File: src/rtl/cas_shifter.sv
module cas_shifter #(
  parameter int W = 8
) (
  input  logic         clk,
  input  logic         rst_n,
  input  logic         bus_sel,
  input  logic         bus_we,
  input  logic [1:0]   bus_addr,
  input  logic [W-1:0] bus_wdata,
  output logic [W-1:0] bus_rdata,
  input  logic         bit_stb,
  input  logic         rx_bit,
  output logic         tx_bit,
  output logic         tx_stb,
  output logic         irq
);
  localparam int CW = $clog2(W);
  localparam logic [1:0] M_RX = 2'b01, M_TX = 2'b10;

  logic [W-1:0]  sr;
  logic [CW-1:0] cnt;
  logic [3:0]    ctrl;
  logic          busy, rx_full, tx_empty;

  wire [1:0] mode    = ctrl[1:0];
  wire wr_data       = bus_sel & bus_we & (bus_addr == 2'd0);
  wire wr_ack        = bus_sel & bus_we & (bus_addr == 2'd1);
  wire wr_ctrl       = bus_sel & bus_we & (bus_addr == 2'd2);
  wire rd_data       = bus_sel & ~bus_we & (bus_addr == 2'd0);
  wire mode_chg      = wr_ctrl & (bus_wdata[1:0] != mode);
  wire rx_step       = bit_stb & (mode == M_RX) & ~mode_chg;
  wire tx_load       = wr_data & (mode == M_TX) & ~mode_chg;
  wire tx_step       = bit_stb & busy & (mode == M_TX) & ~mode_chg & ~tx_load;
  wire last          = (cnt == CW'(W - 1));

  assign tx_bit = sr[W-1] & (mode == M_TX);
  assign tx_stb = bit_stb & busy & (mode == M_TX);
  assign irq    = (rx_full & ctrl[2]) | (tx_empty & ctrl[3]);

  always_comb begin
    case (bus_addr)
      2'd0:    bus_rdata = sr;
      2'd2:    bus_rdata = W'(ctrl);
      default: bus_rdata = '0;
    endcase
  end

  always_ff @(posedge clk) begin
    if (!rst_n) begin
      sr <= '0;
      cnt <= '0;
      ctrl <= '0;
      busy <= 1'b0;
    end else begin
      if (wr_ctrl) ctrl <= bus_wdata[3:0];
      if (mode_chg) begin
        cnt  <= '0;
        busy <= 1'b0;
      end else if (tx_load) begin
        sr   <= bus_wdata;
        cnt  <= '0;
        busy <= 1'b1;
      end else if (rx_step) begin
        sr  <= {sr[W-2:0], rx_bit};
        cnt <= cnt + 1'b1;
      end else if (tx_step) begin
        sr  <= {sr[W-2:0], 1'b0};
        cnt <= cnt + 1'b1;
        if (last) busy <= 1'b0;
      end
    end
  end

  always_ff @(posedge clk) begin
    if (!rst_n) begin
      rx_full  <= 1'b0;
      tx_empty <= 1'b0;
    end else begin
      if ((wr_ack & bus_wdata[0]) | (rd_data & (mode == M_RX))) rx_full <= 1'b0;
      if (wr_ack & bus_wdata[1]) tx_empty <= 1'b0;
      if (rx_step & last) rx_full <= 1'b1;
      if (tx_step & last) tx_empty <= 1'b1;
    end
  end
endmodule

File: config.mk
export PLATFORM = sky130hd
export DESIGN_NAME = cas_shifter
export DESIGN_NICKNAME = d
export VERILOG_FILES = /design/src/rtl/cas_shifter.sv
export SDC_FILE = /design/constraint.sdc
export NUM_CORES = 1
export LEC_CHECK = 0
export BUFFER_PORTS_ARGS = -buffer_cell sky130_fd_sc_hd__buf_2
export CAP_MARGIN = 20
export CORE_AREA = 5 5 52 54
export DETAILED_ROUTE_END_ITERATION = 8
export DIE_AREA = 0 0 57 59
export PLACE_DENSITY = 0.76
export SETUP_SLACK_MARGIN = 0.05
export SYNTH_ARGS = -nofsm -noshare
export SYNTH_HDL_FRONTEND = slang
export SYNTH_SLANG_ARGS = --single-unit
File: constraint.sdc
create_clock -name clk -period 1.9 [get_ports clk]
set_clock_uncertainty 0.05 [all_clocks]
set_input_delay 0.19 -clock clk [delete_from_list [all_inputs] [get_ports clk]]
set_output_delay 0.19 -clock clk [all_outputs]
set_load 0.02 [all_outputs]
==> metrics <==
status=completed; largest net degree at the start of global routing=15; warnings from Yosys=0; total core area=about 2200 um2; capturing element type of the critical path=flop; post-detailed-route count of antenna-violating nets=0; count leader, synth=dfxtp_1; worst slew slack as a fraction of its limit=a little over two thirds; synthesis-to-layout area growth=16.5%; total via count after detailed routing=approximately 1000; number of non-filler instances in the completed layout=178; top cells by area, synth=dfxtp_1 (33%), mux2i_1 (9.1%), a311oi_1 (5.6%); utilization of the core after routing=about three fifths; final-report setup violation count=0; flip-flop and latch area=around 360 um2; power density over the cells=555 nW/um2; total standard cell area after synthesis=between 1000 and 1500 um2; smallest setup slack after layout=0.148 ns; Pre-Repair DR Iteration Count=4; count of fill cells added during filler insertion=approximately 220; maximum count of clock buffers along a single path=2; clock latency of the later-clocked register in the worst-skew pair=0.30 ns; worst slack at placement=0.183 ns; number of antenna cells inserted=0; number of max-capacitance violations reported=0; crit start category=flop; number of unique standard cell types used by synthesis=37; Final Hold Fails=0; average footprint of a synthesized cell=around 8.8 um2; total wire length=2720 um; Placed Cells=174; die span in x=roughly 57 um; detailed placement HPWL=between 2000 and 2500 um; most used standard cells in the synthesized netlist=dfxtp_1 (18), a21oi_1 (11), nor2_1 (11), mux2i_1 (10), nand2_1 (10); predominant post-synthesis flop cell=dfxtp_1; Die H=59 um; iteration-0 DRC count of the detailed router=29; cell at the root of the clock tree=clkbuf_4; maximum level of the CTS H-tree=1; Avg WL per Cell=roughly 15 um; nets in the synthesized netlist=142; vias per inst=between 5 and 6; # port buffers=26; number of slew-limit violations in the final report=0; Multi-input gate area=671 um2; ys async rst share=0%; minimum clock period after layout=roughly 1.8 ns; Post-synth EDFFs=0; CTS tree=done; maximum clock frequency=571 MHz; Setup Crit Path Kind=flop to flop; Max VDD drop=roughly 0.00038 V; initial antenna violation count=0; library cell occupying the most area in the post-synthesis netlist=dfxtp_1; number of setup buffers added after CTS=0; unrepaired setup endpoints after global routing=false; Least-Margin Pin Slew=between 0.4 and 0.5 ns; ratio of cells with drive above 1 in the final layout=a little over a quarter; arrival time of the worst setup path=1.91 ns; sequential element share of the synthesized area=between 30% and 40%; #FFs+latches synth=18; total overflow reported by the global router=0; via count of the first global-routing pass=roughly 1100; worst path required time=between 2 and 2.5 ns; gate count of the mapped netlist=roughly 120; critical path fanouts, max=10; num rows=17; HP Class=input port to flop; DIE AREA=around 3400 um2; final period utilization=92.2%; clock input transition at the sequential cells of the worst setup and hold paths=0.10 ns; Design Power=just over 700 uW; routability cong.=approximately 0.85; share of the synthesized area in the top cell type=about a third; Top Ports=27; setup TNS=0 ns; number of clock buffers inserted by TritonCTS=3; post-detailed-route DRC marker count=0; initial core utilization=about 50%; final net count=around 170; clock tree sinks=18; global-route wire length before repair=between 4000 and 5000 um; global-route usage over all layers=17.7%; Pleak=approximately 0.55 nW; total of cells resized after clock tree synthesis=0; count of hold buffers inserted by post-cts repair=0
==> cell type report <==
class                           instances  share of cell area, %
Clock buffer                            4                   2.85
Inverter                                1                  0.294
Tap cell                               28                   2.75
Sequential cell                        18                   28.4
Timing Repair Buffer                   31                   13.2
Multi-Input combinational cell         96                   52.6
==> cells by family after synthesis <==
group	synth area share, %
AO/OA/AOI/OAI	18.3
XOR/XNOR	1.60
adder cells (fa/ha/maj)	2.29
buffers and inverters	5.83
flip-flops	32.9
multiplexers	10.2
AND/OR/NAND/NOR	28.9
==> worst max-delay path, cell delays in order, from the launching register on <==
cell and delay, ns:
dfxtp_1 0.54, and3b_1 0.26, a211o_4 0.35, and2_4 0.20
a311oi_1 0.25
==> stage by stage <==
step	instance area, um2	hold slack [ns]
2_1_floorplan	1090	0.282
3_3_place_gp	1240	0.390
3_5_place_dp	1240	0.402
4_1_cts	1270	0.0834
5_1_grt	1270	0.0950
6_report	1270	0.0921
==> state kept, by name, indices dropped and copies added (netlist names) <==
name / count
rx_full: 1
cnt: 3
busy: 1
tx_empty: 1
sr: 8
ctrl: 4
==> path summary, 6_finish.rpt <==
kind         slack, ns  cells after the start         start        to
max reg2reg       0.15                      4       ctrl[1]     sr[7]
min               0.09                      3  bus_wdata[3]   ctrl[3]
min reg2reg       0.41                      2      tx_empty  tx_empty
max               0.15                      4       ctrl[1]     sr[7]
==> where the power goes <==
group	internal [mW]	switching, mW
Sequential	0.382	0.00576
Clock	0.117	0.124
Combinational	0.0331	0.0457
==> metal layers <==
metal  share of wire [%]  wire (um)  global-route usage [%]
met5                   0          0                       0
met4                 1.3         36                    7.95
met3                 6.3        172                    3.05
met2                  48       1300                    28.5
met1                  44       1210                    23.2
==> cells in the final DEF (no fill, tap or decap) <==
cell       instances
buf_2             26
dfxtp_1           17
nor2_1            11
a21oi_1           11
mux2i_1           10
nand2_1           10
nand3_1            9
a311oi_1           7
and2_1             6
buf_4              5
o21ai_0            3
nand4_1            3
clkbuf_4           3
xnor2_1            2
and3b_1            2
ha_1               2
nor2b_1            1
and4b_1            1
a22o_1             1
nand4b_2           1
a21o_1             1
nor4b_4            1
a211o_4            1
and2_4             1
nand2_2            1
inv_1              1
nand4bb_1          1
a41o_1             1
a211oi_1           1
nand2b_1           1
nor4b_1            1
a31oi_1            1
nand4b_1           1
and2_0             1
nor3b_1            1
mux2_1             1
o221a_1            1
clkbuf_8           1
dfxtp_2            1
No activity file was read; power rests on OpenSTA's default activity.
